### config.mk
export PLATFORM = sky130hd
export DESIGN_NAME = pin_event_irq
export DESIGN_NICKNAME = d
export VERILOG_FILES = /design/src/rtl/pei_pkg.sv /design/src/rtl/pei_rst_sync.sv /design/src/rtl/pei_in_sync.sv /design/src/rtl/pei_regs.sv /design/src/rtl/pei_detect.sv /design/src/rtl/pin_event_irq.sv
export SDC_FILE = /design/constraint.sdc
export NUM_CORES = 1
export LEC_CHECK = 0
export ABC_CLOCK_PERIOD_IN_PS = 18100
export BUFFER_PORTS_ARGS = -buffer_cell sky130_fd_sc_hd__buf_2
export CAP_MARGIN = 15
export CORE_ASPECT_RATIO = 2
export CORE_MARGIN = 2
export CORE_UTILIZATION = 55
export DETAILED_ROUTE_END_ITERATION = 10
export PLACE_DENSITY = 0.73
export SKIP_LAST_GASP = 1
export SLEW_MARGIN = 5
export SYNTH_ARGS = -nofsm -noshare
export SYNTH_HDL_FRONTEND = slang
export SYNTH_SLANG_ARGS = --single-unit
### constraint.sdc
create_clock -name clk -period 18.1 [get_ports clk]
set_clock_uncertainty 0.05 [all_clocks]
set_input_delay 3.62 -clock clk [delete_from_list [all_inputs] [get_ports clk]]
set_output_delay 3.62 -clock clk [all_outputs]
set_load 0.05 [all_outputs]
### src/rtl/pei_pkg.sv
`timescale 1ns/1ps
package pei_pkg;
  // Address group codes, taken from byte address bits [5:3]
  localparam logic [2:0] GRP_GEN  = 3'd0;
  localparam logic [2:0] GRP_MODE = 3'd1;
  localparam logic [2:0] GRP_DUAL = 3'd2;
  localparam logic [2:0] GRP_POL  = 3'd3;
  localparam logic [2:0] GRP_ENA  = 3'd4;
  localparam logic [2:0] GRP_CLR  = 3'd5;
  localparam logic [2:0] GRP_RAW  = 3'd6;
  localparam logic [2:0] GRP_MSK  = 3'd7;
endpackage

### src/rtl/pei_rst_sync.sv
`timescale 1ns/1ps
module pei_rst_sync (
  input  logic clk,
  input  logic rst_n,
  output logic rst_sync_n
);
  logic [1:0] stage_q;

  always_ff @(posedge clk or negedge rst_n) begin
    if (!rst_n) stage_q <= 2'b00;
    else        stage_q <= {stage_q[0], 1'b1};
  end

  assign rst_sync_n = stage_q[1];
endmodule

### src/rtl/pei_in_sync.sv
`timescale 1ns/1ps
module pei_in_sync #(
  parameter int LINES  = 64,
  parameter int STAGES = 2
) (
  input  logic             clk,
  input  logic             rst_n,
  input  logic [LINES-1:0] async_i,
  output logic [LINES-1:0] sync_o
);
  logic [LINES-1:0] chain_q [STAGES];

  generate
    for (genvar s = 0; s < STAGES; s++) begin : g_stage
      if (s == 0) begin : g_first
        always_ff @(posedge clk or negedge rst_n) begin
          if (!rst_n) chain_q[s] <= '0;
          else        chain_q[s] <= async_i;
        end
      end else begin : g_next
        always_ff @(posedge clk or negedge rst_n) begin
          if (!rst_n) chain_q[s] <= '0;
          else        chain_q[s] <= chain_q[s-1];
        end
      end
    end
  endgenerate

  assign sync_o = chain_q[STAGES-1];
endmodule

### src/rtl/pei_regs.sv
`timescale 1ns/1ps
module pei_regs
  import pei_pkg::*;
#(
  parameter int LINES  = 64,
  parameter int WORD_W = 32
) (
  input  logic              clk,
  input  logic              rst_n,
  input  logic              wr_en,
  input  logic [2:0]        grp,
  input  logic              half,
  input  logic [WORD_W-1:0] wdata,
  output logic              gen_q,
  output logic [LINES-1:0]  mode_q,
  output logic [LINES-1:0]  dual_q,
  output logic [LINES-1:0]  pol_q,
  output logic [LINES-1:0]  ena_q,
  output logic [LINES-1:0]  clr_o
);
  logic             gen_d;
  logic [LINES-1:0] mode_d, dual_d, pol_d, ena_d;
  logic             gen_ce, mode_ce, dual_ce, pol_ce, ena_ce;

  // Replace one half of a line vector with a written word
  function automatic logic [LINES-1:0] place(input logic [LINES-1:0] cur,
                                             input logic hi,
                                             input logic [WORD_W-1:0] w);
    logic [LINES-1:0] r;
    r = cur;
    if (hi) r[LINES-1:WORD_W] = w;
    else    r[WORD_W-1:0]     = w;
    return r;
  endfunction

  always_comb begin
    gen_ce  = wr_en && (grp == GRP_GEN) && !half;
    mode_ce = wr_en && (grp == GRP_MODE);
    dual_ce = wr_en && (grp == GRP_DUAL);
    pol_ce  = wr_en && (grp == GRP_POL);
    ena_ce  = wr_en && (grp == GRP_ENA);
    gen_d   = wdata[0];
    mode_d  = place(mode_q, half, wdata);
    dual_d  = place(dual_q, half, wdata);
    pol_d   = place(pol_q,  half, wdata);
    ena_d   = place(ena_q,  half, wdata);
    clr_o   = (wr_en && (grp == GRP_CLR)) ? place('0, half, wdata) : '0;
  end

  always_ff @(posedge clk or negedge rst_n) begin
    if (!rst_n) begin
      gen_q  <= 1'b0;
      mode_q <= '0;
      dual_q <= '0;
      pol_q  <= '0;
      ena_q  <= '0;
    end else begin
      if (gen_ce)  gen_q  <= gen_d;
      if (mode_ce) mode_q <= mode_d;
      if (dual_ce) dual_q <= dual_d;
      if (pol_ce)  pol_q  <= pol_d;
      if (ena_ce)  ena_q  <= ena_d;
    end
  end
endmodule

### src/rtl/pei_detect.sv
`timescale 1ns/1ps
module pei_detect #(
  parameter int LINES = 64
) (
  input  logic             clk,
  input  logic             rst_n,
  input  logic [LINES-1:0] lvl_i,
  input  logic [LINES-1:0] mode_i,
  input  logic [LINES-1:0] dual_i,
  input  logic [LINES-1:0] pol_i,
  input  logic [LINES-1:0] clr_i,
  output logic [LINES-1:0] raw_q,
  output logic [LINES-1:0] lvl_hit_o
);
  logic [LINES-1:0] prev_q;
  logic [LINES-1:0] rise, fall, edge_hit, raw_d;

  always_comb begin
    rise      = lvl_i & ~prev_q;
    fall      = ~lvl_i & prev_q;
    edge_hit  = mode_i & ((dual_i & (rise | fall)) |
                          (~dual_i & pol_i & rise) |
                          (~dual_i & ~pol_i & fall));
    // a fresh edge overrides a clear in the same cycle
    raw_d     = (raw_q & ~clr_i) | edge_hit;
    lvl_hit_o = ~mode_i & ~(lvl_i ^ pol_i);
  end

  always_ff @(posedge clk or negedge rst_n) begin
    if (!rst_n) begin
      prev_q <= '0;
      raw_q  <= '0;
    end else begin
      prev_q <= lvl_i;
      raw_q  <= raw_d;
    end
  end
endmodule

### src/rtl/pin_event_irq.sv
`timescale 1ns/1ps
module pin_event_irq
  import pei_pkg::*;
#(
  parameter int LINES  = 64,
  parameter int WORD_W = 32,
  parameter int ADDR_W = 6
) (
  input  logic              clk,
  input  logic              rst_n,
  input  logic              bus_valid,
  input  logic              bus_write,
  input  logic [ADDR_W-1:0] bus_addr,
  input  logic [WORD_W-1:0] bus_wdata,
  output logic [WORD_W-1:0] bus_rdata,
  input  logic [LINES-1:0]  pins_i,
  output logic              irq_o
);
  localparam int GRP_LSB = ADDR_W - 3;

  logic             rst_sync_n;
  logic [LINES-1:0] lvl, mode_q, dual_q, pol_q, ena_q, clr, raw_q, lvl_hit, masked;
  logic             gen_q, aligned, wr_en, rd_en, half;
  logic [2:0]       grp;

  assign aligned = (bus_addr[1:0] == 2'b00);
  assign wr_en   = bus_valid && bus_write && aligned;
  assign rd_en   = bus_valid && !bus_write && aligned;
  assign grp     = bus_addr[ADDR_W-1:GRP_LSB];
  assign half    = bus_addr[2];

  pei_rst_sync u_rst (.clk(clk), .rst_n(rst_n), .rst_sync_n(rst_sync_n));

  pei_in_sync #(.LINES(LINES), .STAGES(2)) u_sync (
    .clk(clk), .rst_n(rst_sync_n), .async_i(pins_i), .sync_o(lvl));

  pei_regs #(.LINES(LINES), .WORD_W(WORD_W)) u_regs (
    .clk(clk), .rst_n(rst_sync_n), .wr_en(wr_en), .grp(grp), .half(half),
    .wdata(bus_wdata), .gen_q(gen_q), .mode_q(mode_q), .dual_q(dual_q),
    .pol_q(pol_q), .ena_q(ena_q), .clr_o(clr));

  pei_detect #(.LINES(LINES)) u_det (
    .clk(clk), .rst_n(rst_sync_n), .lvl_i(lvl), .mode_i(mode_q),
    .dual_i(dual_q), .pol_i(pol_q), .clr_i(clr), .raw_q(raw_q),
    .lvl_hit_o(lvl_hit));

  assign masked = ena_q & (raw_q | lvl_hit);
  assign irq_o  = gen_q & (|masked);

  function automatic logic [WORD_W-1:0] pick(input logic [LINES-1:0] v, input logic hi);
    return hi ? v[LINES-1:WORD_W] : v[WORD_W-1:0];
  endfunction

  always_comb begin
    bus_rdata = '0;
    if (rd_en) begin
      case (grp)
        GRP_GEN:  bus_rdata = half ? '0 : {{(WORD_W-1){1'b0}}, gen_q};
        GRP_MODE: bus_rdata = pick(mode_q, half);
        GRP_DUAL: bus_rdata = pick(dual_q, half);
        GRP_POL:  bus_rdata = pick(pol_q, half);
        GRP_ENA:  bus_rdata = pick(ena_q, half);
        GRP_RAW:  bus_rdata = pick(raw_q, half);
        GRP_MSK:  bus_rdata = pick(masked, half);
        default:  bus_rdata = '0;
      endcase
    end
  end
endmodule

# Word level (Yosys, flattened, before mapping)

Index checks and enable logic that the tools add are counted.

Flip-flop bits (word level): 515
Bits in latches: 0
Bits in writable memories: 0
Bits in read-only memories: 0
Bits of input ports: 106
Output and inout port bits: 33
Word-level logic and storage cells: 83
Memories kept: 0

Add/sub/neg operators: 0
Multipliers: 0
Div/mod/pow operators: 0
$lt $le $gt $ge: 0
Equal/unequal tests: 7
Shifts and indexed selects: 0
Muxes and demuxes: 12
Bitwise logic cells: 26
Reduce and logical (&&, ||, !) cells: 24

Operators with widths:

| operator                                                               | count |
|---|---|
| 64-bit bitwise AND                                                     | 11 |
| 64-bit NOT                                                             | 7 |
| 64-bit bitwise OR                                                      | 5 |
| 32-bit 2-to-1 mux                                                      | 9 |
| 32-bit one-hot mux with 7 select lines                                 | 1 |
| 64-bit 2-to-1 mux                                                      | 1 |
| 64-bit OR reduction                                                    | 1 |
| 64-bit bitwise XOR                                                     | 1 |
| 2-bit AND reduction                                                    | 8 |
| 3-bit equality test (second input constant)                            | 4 |
| 1-bit logical AND                                                      | 11 |
| 3-bit by 2-bit equality test with 1-bit output (second input constant) | 2 |
| 3-bit by 1-bit equality test with 1-bit output (second input constant) | 1 |
| 3-bit zero test                                                        | 1 |
| 1-bit zero test                                                        | 2 |
| 2-bit zero test                                                        | 1 |
| 1-bit bitwise AND                                                      | 1 |
| 1-bit 2-to-1 mux                                                       | 1 |
| 1-bit NOT                                                              | 1 |

# Longest topological paths before layout

Depth after elaboration: 8
Gate-level depth with buffers: 8
Mapped depth without buffers: 6

# Cells and area by module

From an unflattened synthesis, not the netlist that was laid out.

Cell total of the unflattened synthesis: 2202
Area total of the unflattened synthesis: 26414.1 um^2

Modules (own cells, without submodules):

| module        | instances | cells each | area an instance (um^2) | seq. area each (um^2) |
|---|---|---|---|---|
| pei_regs      | 1         | 632        | 10161.0                 | 6431.2 |
| pei_detect    | 1         | 832        | 8648.3                  | 3203.1 |
| pin_event_irq | 1         | 543        | 3867.5                  | 0.0 |
| pei_in_sync   | 1         | 192        | 3683.5                  | 3203.1 |
| pei_rst_sync  | 1         | 3          | 53.8                    | 50.0 |

# Worst setup path after synthesis

OpenSTA, ideal clock, no wires.

Path kind: input to output
From: input port bus_addr[5]
To: output port bus_rdata[1]
Arrival time: 5.233 ns
Required time: 14.430 ns
Setup slack: 9.197 ns
Stages: 7
Buffers on the path: 3
Cells stage by stage: buf_2 nor3b_2 buf_2 buf_2 a21oi_1 a31oi_1 o21a_1

Cells in the longest elaborated chain, start to end: 3
Elaborated cells between the ends (all ways): 9
Those cells by class: 6 x eq/ne; 2 x mux; 1 x reduce/logical

RTL lines:

| element                                           | RTL line            | RTL |
|---|---|---|
| from (decl)                                       | pin_event_irq.sv:13 | `input logic [ADDR_W-1:0] bus_addr,` |
| 3-bit equality test, or another cell as far along | pin_event_irq.sv:57 | `case (grp)` |
| 32-bit one-hot mux with 7 select lines (*)        | pin_event_irq.sv:57 |  |
| 32-bit 2-to-1 mux (*)                             | pin_event_irq.sv:56 | `if (rd_en) begin` |
| to (decl)                                         | pin_event_irq.sv:15 | `output logic [WORD_W-1:0] bus_rdata,` |

Mark *: on every way between the ends. The rest lies on a longest branch, timed or not.

# Final worst setup path

From: input port bus_addr[3]
To: output port bus_rdata[24]

The elaborated chain is that of the path after synthesis.

==> results.ini <==
[logic_synthesis]
syn_area_per_cell_um2=11.6
synth_seq_area_share=0.512
yosys-top-cells-count=515 x dfrtp_1, 253 x mux2_2, 178 x nand2_1
yosysTopAreaCell=dfrtp_1
yosys-top-cells-area=dfrtp_1 51%, mux2_2 11%, ha_1 6.4%
synth-async-reset-ratio=1.00
synth_most_common_cell=dfrtp_1
synth_cells=2162
ys_seq_elements=515
synth_warnings=0
synth_area_mm2=0.0252
synth_cell_types=49
synth_ff_type=dfrtp_1
synth_edf_count=0
syn_nets=2396
yosys.area.top_type_share=0.512

[cells_and_area]
drive_gt1_frac=0.221
syn_to_final_growth_pct=10.2
fill_cells=3703
finalInstanceArea_mm2=0.0277
nets=2485

[drt]
drtAntennaViolNets=0
routed_wl_um=65900
drc=0
wl_per_cell_um=23.2
drt_iter0_markers=1529
via_per_inst=6.21
drt_pass1_iterations=6
num_vias=17700

[grt]
grt_pass1_vias=18600
grt_max_degree=75
antenna_found_initial=5
grt_pass1_wl_um=104000
grtUsageTotal=0.280
grt.overflow.total=0

[critical_path]
critPathCaptureType=output pin
cp-start-kind=primary input
worstPathRequired_ns=14.43
ff2ff_setup_slack_ns=15.40
reg2reg_to=u_sync.chain_q[100]
cpMaxStageDelayCell=nor2b_4
crit_fanout=26
worstPathCellList=buf_2 > nor2b_4 > buf_4 > nand2_1 > buf_4 > o22ai_1 > o41a_1 > buf_2
r2r_cells=2
r2r-start=u_rst.stage_q[1]
slowest_delay_ns=0.81
critPathArrivalTime_ns=6.84
critPathKind=primary input to output pin

[cts]
cts_tree=done
cts-buffers-inserted=46
cts_max_level=2
worstSkewPairLatency_ns=0.57
postCtsResizedCells=0
clock-sinks=515
cts_root_buf=clkbuf_16
cts_setup_buffers=0
clockBufferDepth=3
clkTransAtPathRegs_ns=0.06
holdBufCountCts=0

[hold_path]
hold_path_class=flop to flop
hold_path_end=u_sync.sync_o[48]
min_from=u_sync.chain_q[112]
hold_depth=0

[floorplan]
num_rows=110
fp.dieH_um=307
core_mm2=0.0451
initial_core_util=0.558
io_pins=139
fp.dieW_um=155
die-area_mm2=0.0476

[timing]
setup_violations=0
fmax_mhz=95.1
worst-slew-pin-transition_ns=1.15
final_hold_viol_count=0
post-route-period-util=0.581
final.setup.tns_ns=0
final_max_slew_viol_count=0
max_slew_margin=0.232
worst_slack_ns=7.59
rsz0062_at_grt=no
hold_slack_ns=0.297
layout_min_cycle_time_ns=10.51

[status]
status=completed

[placed_design]
dp_slack_ns=7.70
hpwl_um=43000
port_buffers=138
gp_congestion=0.841
placedInstanceArea_mm2=0.0262

[power]
vdd_drop_max_v=0.0000776
leakagePower_nw=13.5
powerDensity_mw_per_mm2=101

[run]
maxCapViolCount=0

## per-layer routing
metal / routed length, µm / track usage / vias to the layer above / share of wire
met3: 4160 / 0.0417 / 229 / 0.063
met4: 4100 / 0.159 / 6 / 0.062
met2: 33100 / 0.486 / 726 / 0.50
met1: 24400 / 0.331 / 8891 / 0.37
met5: 39 / 0 / - / 0.00059
li1: - / - / 7821 / -
## power by group
group	switching (mW)	leakage, nW	internal, mW
registers	0.136	6.51	1.28
logic	0.191	6.26	0.179
clock network	0.432	0.739	0.580
## kinds of logic (layout without fill, tap and decap cells)
group,count (synthesis),in the layout,synth area share
compound gates,466,466,0.132
xor+xnor,64,64,0.0223
fa+ha+maj,128,128,0.0636
buf+inv,254,375,0.0442
flops,515,515,0.512
mux,344,344,0.150
other cells,1,3,0.000149
simple gates,390,390,0.0764
## flip-flops by register name, summed over array words and instances (netlist names)
name and flops:
u_sync.sync_o 64, u_det.prev_q 64, u_det.raw_q 64, u_rst.stage_q 2
u_regs.dual_q 64, u_sync.chain_q 64, u_regs.gen_q 1, u_regs.pol_q 64
u_regs.ena_q 64, u_regs.mode_q 64
## stage by stage
step | total power, mW | instances | utilization
final | 2.80 | 2845 | 0.615
after global routing | 2.92 | 2845 | 0.615
after CTS | 2.81 | 2843 | 0.614
after detailed placement | 1.80 | 2763 | 0.581
after global placement | 1.78 | 2763 | 0.581
after floorplan | 1.67 | 2162 | -
## worst max-delay path by stage
stage / endpoint / slack, ns / from
final: bus_rdata[24] / 7.59 / bus_addr[3]
after global routing: bus_rdata[16] / 7.55 / bus_addr[4]
after CTS: bus_rdata[24] / 7.71 / bus_addr[3]
after detailed placement: bus_rdata[24] / 7.70 / bus_addr[3]
after global placement: bus_rdata[11] / 7.79 / bus_addr[3]
after floorplan: u_det.prev_q[0] / 2.63 / u_rst.stage_q[1]
## critical path: cells and delay by family
family	cells	cell delay, ns
compound gates	2	0.46
buf+inv	4	1.64
simple gates	2	1.07
## area by class of cell
type / instances / area [µm²] / share of cell area
Antenna cell: 2 / 5.00 / 0.000180
Clock buffer: 67 / 1290 / 0.0465
Clock inverter: 13 / 229 / 0.00825
Inverter: 130 / 488 / 0.0176
Multi-Input combinational cell: 1393 / 11200 / 0.405
Sequential cell: 515 / 12900 / 0.465
Tap cell: 560 / 701 / 0.0253
Timing Repair Buffer: 165 / 900 / 0.0324
## cell usage in the layout (no fill, tap or decap), types with 27 or more instances in the layout
master,instances
buf_4,27
clkbuf_16,46
xor2_1,64
dfrtp_1,514
nand2b_1,64
nor2_1,30
mux2_2,253
buf_2,137
nor2b_1,66
a21oi_1,87
nand2_1,175
a22o_1,84
a22oi_1,38
a211oi_1,68
ha_1,128
inv_1,130
mux2i_1,79
o21ai_0,75
Note: power is estimated with default switching activity, not from simulation.
